==> src/rtl/intra16_plane_pkg.sv <==
package intra16_plane_pkg;
    localparam int unsigned BLK_N    = 16;
    localparam int unsigned SAMPLE_W = 8;

    typedef enum logic [1:0] {
        ST_IDLE = 2'd0,
        ST_GRAD = 2'd1,
        ST_COEF = 2'd2,
        ST_ROWS = 2'd3
    } plane_state_e;
endpackage

==> src/rtl/plane_grad.sv <==
module plane_grad #(
    parameter int unsigned N  = 16,
    parameter int unsigned SW = 8,
    parameter int unsigned GW = 15
) (
    input  logic [N*SW-1:0]        samp_i,
    input  logic [SW-1:0]          corner_i,
    output logic signed [GW-1:0]   grad_o
);
    localparam int unsigned HALF = N / 2;

    // ext[0] is the corner, ext[i+1] is sample i
    logic [SW-1:0] ext [0:N];

    always_comb begin
        ext[0] = corner_i;
        for (int i = 0; i < N; i++) begin
            ext[i+1] = samp_i[i*SW +: SW];
        end
    end

    always_comb begin
        logic signed [SW:0]   diff;
        logic signed [GW-1:0] diff_x;
        logic signed [GW-1:0] wt;
        grad_o = '0;
        for (int k = 1; k <= HALF; k++) begin
            diff   = $signed({1'b0, ext[HALF+k]}) - $signed({1'b0, ext[HALF-k]});
            diff_x = GW'(diff);
            wt     = GW'(k);
            grad_o = grad_o + diff_x * wt;
        end
    end
endmodule

==> src/rtl/plane_coef.sv <==
module plane_coef #(
    parameter int unsigned SW  = 8,
    parameter int unsigned GW  = 15,
    parameter int unsigned SLW = 13,
    parameter int unsigned AW  = 20
) (
    input  logic signed [GW-1:0]  h_i,
    input  logic signed [GW-1:0]  v_i,
    input  logic [SW-1:0]         top_end_i,
    input  logic [SW-1:0]         left_end_i,
    output logic signed [SLW-1:0] b_o,
    output logic signed [SLW-1:0] c_o,
    output logic signed [AW-1:0]  base_o
);
    localparam int unsigned PW = GW + 4;

    logic signed [PW-1:0] h_ext, v_ext, h_scaled, v_scaled;
    logic signed [PW-1:0] b_full, c_full;
    logic signed [AW-1:0] a_val, bc_sum, bc7;

    always_comb begin
        h_ext    = PW'(h_i);
        v_ext    = PW'(v_i);
        h_scaled = (h_ext <<< 2) + h_ext + PW'(32);
        v_scaled = (v_ext <<< 2) + v_ext + PW'(32);
        b_full   = h_scaled >>> 6;
        c_full   = v_scaled >>> 6;
        b_o      = $signed(b_full[SLW-1:0]);
        c_o      = $signed(c_full[SLW-1:0]);
    end

    always_comb begin
        a_val  = $signed(AW'({1'b0, top_end_i} + {1'b0, left_end_i})) <<< 4;
        bc_sum = AW'(b_o) + AW'(c_o);
        bc7    = (bc_sum <<< 3) - bc_sum;
        base_o = a_val - bc7;
    end
endmodule

==> src/rtl/plane_rowacc.sv <==
module plane_rowacc #(
    parameter int unsigned N   = 16,
    parameter int unsigned SW  = 8,
    parameter int unsigned SLW = 13,
    parameter int unsigned AW  = 20
) (
    input  logic                  clk,
    input  logic                  rst_n,
    input  logic                  load_i,
    input  logic                  step_i,
    input  logic signed [AW-1:0]  base_i,
    input  logic signed [SLW-1:0] b_i,
    input  logic signed [SLW-1:0] c_i,
    output logic [N*SW-1:0]       row_o
);
    localparam logic signed [AW-1:0] RND  = AW'(16);
    localparam logic signed [AW-1:0] PMAX = AW'((1 << SW) - 1);

    for (genvar x = 0; x < N; x++) begin : g_col
        localparam int XI = x;
        logic signed [AW-1:0] acc_q;
        logic signed [AW-1:0] shifted;

        always_ff @(posedge clk or negedge rst_n) begin
            if (!rst_n) begin
                acc_q <= '0;
            end else if (load_i) begin
                acc_q <= base_i + AW'(b_i) * AW'(XI);
            end else if (step_i) begin
                acc_q <= acc_q + AW'(c_i);
            end
        end

        always_comb begin
            shifted = (acc_q + RND) >>> 5;
            if (shifted < 0) begin
                row_o[x*SW +: SW] = '0;
            end else if (shifted > PMAX) begin
                row_o[x*SW +: SW] = '1;
            end else begin
                row_o[x*SW +: SW] = shifted[SW-1:0];
            end
        end
    end
endmodule

==> src/rtl/intra16_plane_pred.sv <==
module intra16_plane_pred
    import intra16_plane_pkg::*;
#(
    parameter int unsigned N  = BLK_N,
    parameter int unsigned SW = SAMPLE_W
) (
    input  logic                 clk,
    input  logic                 rst_n,
    input  logic                 start,
    input  logic [N*SW-1:0]      above_i,
    input  logic [N*SW-1:0]      left_i,
    input  logic [SW-1:0]        corner_i,
    output logic                 busy_o,
    output logic                 row_valid_o,
    output logic                 row_last_o,
    output logic [$clog2(N)-1:0] row_idx_o,
    output logic [N*SW-1:0]      row_data_o
);
    localparam int unsigned IW  = $clog2(N);
    localparam int unsigned GW  = SW + 7;
    localparam int unsigned SLW = GW - 2;
    localparam int unsigned AW  = SW + 12;
    localparam logic [IW-1:0] LAST_ROW = IW'(N - 1);

    plane_state_e state_q, state_d;

    logic [N*SW-1:0]       above_q, left_q;
    logic [SW-1:0]         corner_q;
    logic signed [GW-1:0]  h_comb, v_comb, h_q, v_q;
    logic signed [SLW-1:0] slope_b, slope_c;
    logic signed [AW-1:0]  base;
    logic [IW-1:0]         row_q;
    logic                  accept, acc_load, acc_step;

    assign accept = (state_q == ST_IDLE) && start;

    // state register
    always_ff @(posedge clk or negedge rst_n) begin
        if (!rst_n) begin
            state_q <= ST_IDLE;
        end else begin
            state_q <= state_d;
        end
    end

    // next state
    always_comb begin
        state_d = state_q;
        unique case (state_q)
            ST_IDLE: if (start) state_d = ST_GRAD;
            ST_GRAD: state_d = ST_COEF;
            ST_COEF: state_d = ST_ROWS;
            ST_ROWS: if (row_q == LAST_ROW) state_d = ST_IDLE;
            default: state_d = ST_IDLE;
        endcase
    end

    // outputs and datapath controls
    always_comb begin
        busy_o      = 1'b0;
        row_valid_o = 1'b0;
        row_last_o  = 1'b0;
        acc_load    = 1'b0;
        acc_step    = 1'b0;
        unique case (state_q)
            ST_IDLE: ;
            ST_GRAD: busy_o = 1'b1;
            ST_COEF: begin
                busy_o   = 1'b1;
                acc_load = 1'b1;
            end
            ST_ROWS: begin
                busy_o      = 1'b1;
                row_valid_o = 1'b1;
                row_last_o  = (row_q == LAST_ROW);
                acc_step    = 1'b1;
            end
            default: ;
        endcase
    end

    assign row_idx_o = row_q;

    // neighbour capture
    always_ff @(posedge clk or negedge rst_n) begin
        if (!rst_n) begin
            above_q  <= '0;
            left_q   <= '0;
            corner_q <= '0;
        end else if (accept) begin
            above_q  <= above_i;
            left_q   <= left_i;
            corner_q <= corner_i;
        end
    end

    // gradient register
    always_ff @(posedge clk or negedge rst_n) begin
        if (!rst_n) begin
            h_q <= '0;
            v_q <= '0;
        end else if (state_q == ST_GRAD) begin
            h_q <= h_comb;
            v_q <= v_comb;
        end
    end

    // row counter
    always_ff @(posedge clk or negedge rst_n) begin
        if (!rst_n) begin
            row_q <= '0;
        end else if (acc_load) begin
            row_q <= '0;
        end else if (acc_step) begin
            row_q <= row_q + IW'(1);
        end
    end

    plane_grad #(.N(N), .SW(SW), .GW(GW)) u_grad_h (
        .samp_i   (above_q),
        .corner_i (corner_q),
        .grad_o   (h_comb)
    );

    plane_grad #(.N(N), .SW(SW), .GW(GW)) u_grad_v (
        .samp_i   (left_q),
        .corner_i (corner_q),
        .grad_o   (v_comb)
    );

    plane_coef #(.SW(SW), .GW(GW), .SLW(SLW), .AW(AW)) u_coef (
        .h_i        (h_q),
        .v_i        (v_q),
        .top_end_i  (above_q[(N-1)*SW +: SW]),
        .left_end_i (left_q[(N-1)*SW +: SW]),
        .b_o        (slope_b),
        .c_o        (slope_c),
        .base_o     (base)
    );

    plane_rowacc #(.N(N), .SW(SW), .SLW(SLW), .AW(AW)) u_rowacc (
        .clk    (clk),
        .rst_n  (rst_n),
        .load_i (acc_load),
        .step_i (acc_step),
        .base_i (base),
        .b_i    (slope_b),
        .c_i    (slope_c),
        .row_o  (row_data_o)
    );
endmodule

==> config.mk <==
export PLATFORM = sky130hd
export DESIGN_NAME = intra16_plane_pred
export DESIGN_NICKNAME = d
export VERILOG_FILES = /design/src/rtl/intra16_plane_pkg.sv /design/src/rtl/plane_grad.sv /design/src/rtl/plane_coef.sv /design/src/rtl/plane_rowacc.sv /design/src/rtl/intra16_plane_pred.sv
export SDC_FILE = /design/constraint.sdc
export NUM_CORES = 2
export LEC_CHECK = 0
export ABC_AREA = 1
export BUFFER_PORTS_ARGS = -buffer_cell sky130_fd_sc_hd__clkbuf_2
export CAP_MARGIN = 20
export CORE_ASPECT_RATIO = 0.5
export CORE_UTILIZATION = 30
export CTS_CLUSTER_SIZE = 24
export DETAILED_ROUTE_END_ITERATION = 12
export PLACE_DENSITY_LB_ADDON = 0.08
export SLEW_MARGIN = 20
export SYNTH_ARGS = -nofsm -noshare
export SYNTH_HDL_FRONTEND = slang
export SYNTH_SLANG_ARGS = --single-unit
export TNS_END_PERCENT = 1
==> constraint.sdc <==
create_clock -name clk -period 13.9 [get_ports clk]
set_input_delay 2.78 -clock clk [delete_from_list [all_inputs] [get_ports clk]]
set_output_delay 2.78 -clock clk [all_outputs]
set_load 0.01 [all_outputs]
==> results.sh <==
export IMPL_r2r_end="u_rowacc.g_col[15].acc_q[18]$_DFFE_PN0P_"
export IMPL_fill_cells=27300
export IMPL_grt_pass1_wl_um=436000
export IMPL_worstSetupEndpointType="flop"
export IMPL_clockRootBuffer="clkbuf_16"
export IMPL_slew_viol_final=0
export IMPL_arrival_ns=11.56
export IMPL_dominantRegCellSynth="dfrtp_1"
export IMPL_syn_inst=10200
export IMPL_hpwl_um=231000
export IMPL_gp_congestion=0.941
export IMPL_setup_tns_ns=0
export IMPL_die_w_um=713
export IMPL_cp_slowest_stage_delay_ns=1.07
export IMPL_synth_top_area_share_pct=19.9
export IMPL_fin_crit_sh_pct=78.6
export IMPL_vias=70500
export IMPL_worst_skew_pair_late_latency_ns=0.71
export IMPL_synth_edf_count=0
export IMPL_ant_nets=0
export IMPL_whs_endpoint="h_q[0]$_DFFE_PN0N_"
export IMPL_start_util_pct=30.2
export IMPL_dieArea_um2=255000
export IMPL_syn_cell_area_um2=75900
export IMPL_hold_path_depth=2
export IMPL_ys_warn_count=0
export IMPL_io_buffers=385
export IMPL_clk_pin_slew_worst_paths_ns=0.07
export IMPL_grt_use_total_pct=22.5
export IMPL_reg2reg_depth=41
export IMPL_ys_types=66
export IMPL_fp_dieH_um=358
export IMPL_clock_skew_ns=0.0266
export IMPL_final_nets=12200
export IMPL_postCtsHoldBufs=0
export IMPL_synth_area_leaders="dfrtp_1 20%, ha_1 17%, fa_1 8.8%"
export IMPL_status="complete, no violations"
export IMPL_drive_above_1_share_pct=8.37
export IMPL_crit_path_frequent_cell="nand2_1"
export IMPL_worstReg2RegStart="v_q[6]$_DFFE_PN0N_"
export IMPL_max_freq_mhz=91.5
export IMPL_critPathMaxFanout=13
export IMPL_num_io_pins=402
export IMPL_grt_overflow=0
export IMPL_grt_max_degree=152
export IMPL_layout_area_seq_um2=15100
export IMPL_final_cell_area_um2=85000
export IMPL_placed_area_um2=82400
export IMPL_yosysTopAreaCell="dfrtp_1"
export IMPL_yosysMostFrequentCell="nand2_1"
export IMPL_cp_slowest_cell="ha_1"
export IMPL_syn_nets=11800
export IMPL_synth_seq_cells=604
export IMPL_wl_per_cell_um=20.9
export IMPL_synthToLayoutAreaGrowth_pct=12.1
export IMPL_worstMarginPinSlew_ns=1.21
export IMPL_grt_pass1_vias=68500
export IMPL_yosys_top_cells_count="1701 x nand2_1, 1506 x inv_1, 1256 x a21oi_1, 1041 x ha_1, 710 x nor2_1"
export IMPL_synth_seq_area_share_pct=19.9
export IMPL_async_reset_ff_share_pct=100
export IMPL_path_delay_family="adder cells"
export IMPL_numClockSinks=604
export IMPL_worstPathRequired_ns=14.53
export IMPL_maxCapViolCount=0
export IMPL_cts_tree="built"
export IMPL_synth_avg_cell_area_um2=7.45
export IMPL_setup_viol=0
export IMPL_timing_reg2reg_setup_slack_ns=2.98
export IMPL_postCtsSetupBuffers=0
export IMPL_path_buf_inv=5
export IMPL_drcViolationCount=0
export IMPL_firstDrtPassIters=10
export IMPL_drtIter0Drc=4978
export IMPL_start_kind="flop"
export IMPL_numCtsBuffers=76
export IMPL_grt_setup_unrepaired="no"
export IMPL_num_rows=130
export IMPL_worstHoldStart="h_q[0]$_DFFE_PN0N_"
export IMPL_wirelength_um=292000
export IMPL_post_cts_resized=0
export IMPL_antenna_found_initial=46
export IMPL_slew_headroom_pct=19.0
export IMPL_htreeDepth=3
export IMPL_finalHoldViolations=0
export IMPL_hold_path_class="flop to flop"
export IMPL_via_per_inst=5.03
export IMPL_core_um2=251000
export IMPL_clockBufferDepth=3
export IMPL_fin_crit_ns=10.92
export IMPL_crit_type="flop to flop"
export IMPL_multi_input_area_um2=54600
-- state kept, by name, summed over array words and instances (netlist names) --
name and flops:
corner_q 8, v_q 15, left_q 120, above_q 120, row_idx_o 4, state_q 2, h_q 15, u_rowacc.g_col.acc_q 320
-- worst max path at each step --
stage / from / to / cells after the start
3_5_place_dp: v_q[6]$_DFFE_PN0N_ / u_rowacc.g_col[15].acc_q[18]$_DFFE_PN0P_ / 41
3_3_place_gp: v_q[6]$_DFFE_PN0N_ / u_rowacc.g_col[15].acc_q[18]$_DFFE_PN0P_ / 41
6_report: v_q[6]$_DFFE_PN0N_ / u_rowacc.g_col[15].acc_q[18]$_DFFE_PN0P_ / 41
2_1_floorplan: h_q[2]$_DFFE_PN0N_ / u_rowacc.g_col[13].acc_q[17]$_DFFE_PN0P_ / 50
4_1_cts: v_q[6]$_DFFE_PN0N_ / u_rowacc.g_col[15].acc_q[18]$_DFFE_PN0P_ / 41
5_1_grt: v_q[6]$_DFFE_PN0N_ / u_rowacc.g_col[15].acc_q[18]$_DFFE_PN0P_ / 41
-- cell families (layout without fill, tap and decap cells) --
| kind of cell | count (synthesis) | in the layout | share of synthesized area, % |
|---|---|---|---|
| flops | 604 | 604 | 19.9 |
| fa+ha+maj | 1373 | 1373 | 25.9 |
| buf+inv | 1694 | 2133 | 8.40 |
| other cells | 0 | 5 | 0 |
| compound gates | 2491 | 2491 | 18.4 |
| simple gates | 3257 | 3257 | 18.1 |
| xor+xnor | 640 | 640 | 7.39 |
| mux | 127 | 127 | 1.88 |
-- layout make-up --
class	count	share of cell area [%]
Tap cell	3366	4.95
Timing Repair Buffer	480	3.16
Clock buffer	101	2.65
Multi-Input combinational cell	7888	64.2
Inverter	1516	6.71
Sequential cell	604	17.8
Clock inverter	36	0.496
Antenna cell	5	0.0147
-- routing by layer --
| layer | part of all wire [%] | GRT usage, % | up-vias |
|---|---|---|---|
| li1 | - | - | 35100 |
| met1 | 49 | 32.5 | 33700 |
| met2 | 44 | 36.0 | 1389 |
| met3 | 5.1 | 3.12 | 240 |
| met4 | 1.8 | 4.06 | 38 |
| met5 | 0.088 | 0 | - |
-- placed cells by master (no fill, tap or decap), types with 100 or more instances in the layout --
cell type     n
nand2_1    1698
inv_1      1501
a21oi_1    1256
ha_1       1040
nor2_1      708
dfrtp_1     604
o21ai_0     598
nand3_1     494
clkbuf_2    384
xor2_1      369
fa_1        332
xnor2_1     255
a31oi_1     152
mux2_2      127
nand4_1     100
-- per-stage QoR --
stage          worst slack [ns]  utilization, %  hold WS (ns)  cells
2_1_floorplan              4.73               -         0.442  10200
3_3_place_gp               3.03            32.8         0.471  13900
3_5_place_dp               3.01            32.8         0.469  13900
4_1_cts                    3.06            33.8         0.488  14000
5_1_grt                    2.09            33.8         0.511  14000
6_report                   2.98            33.8         0.483  14000
-- tightest hold or removal path: stages (launching register included) --
cell and delay (ns):
dfrtp_1 0.35, nand2_1 0.06, nand2_1 0.05
Power is not shown: default switching activity piles up to over one toggle a cycle in this logic, so the estimate is an artifact.
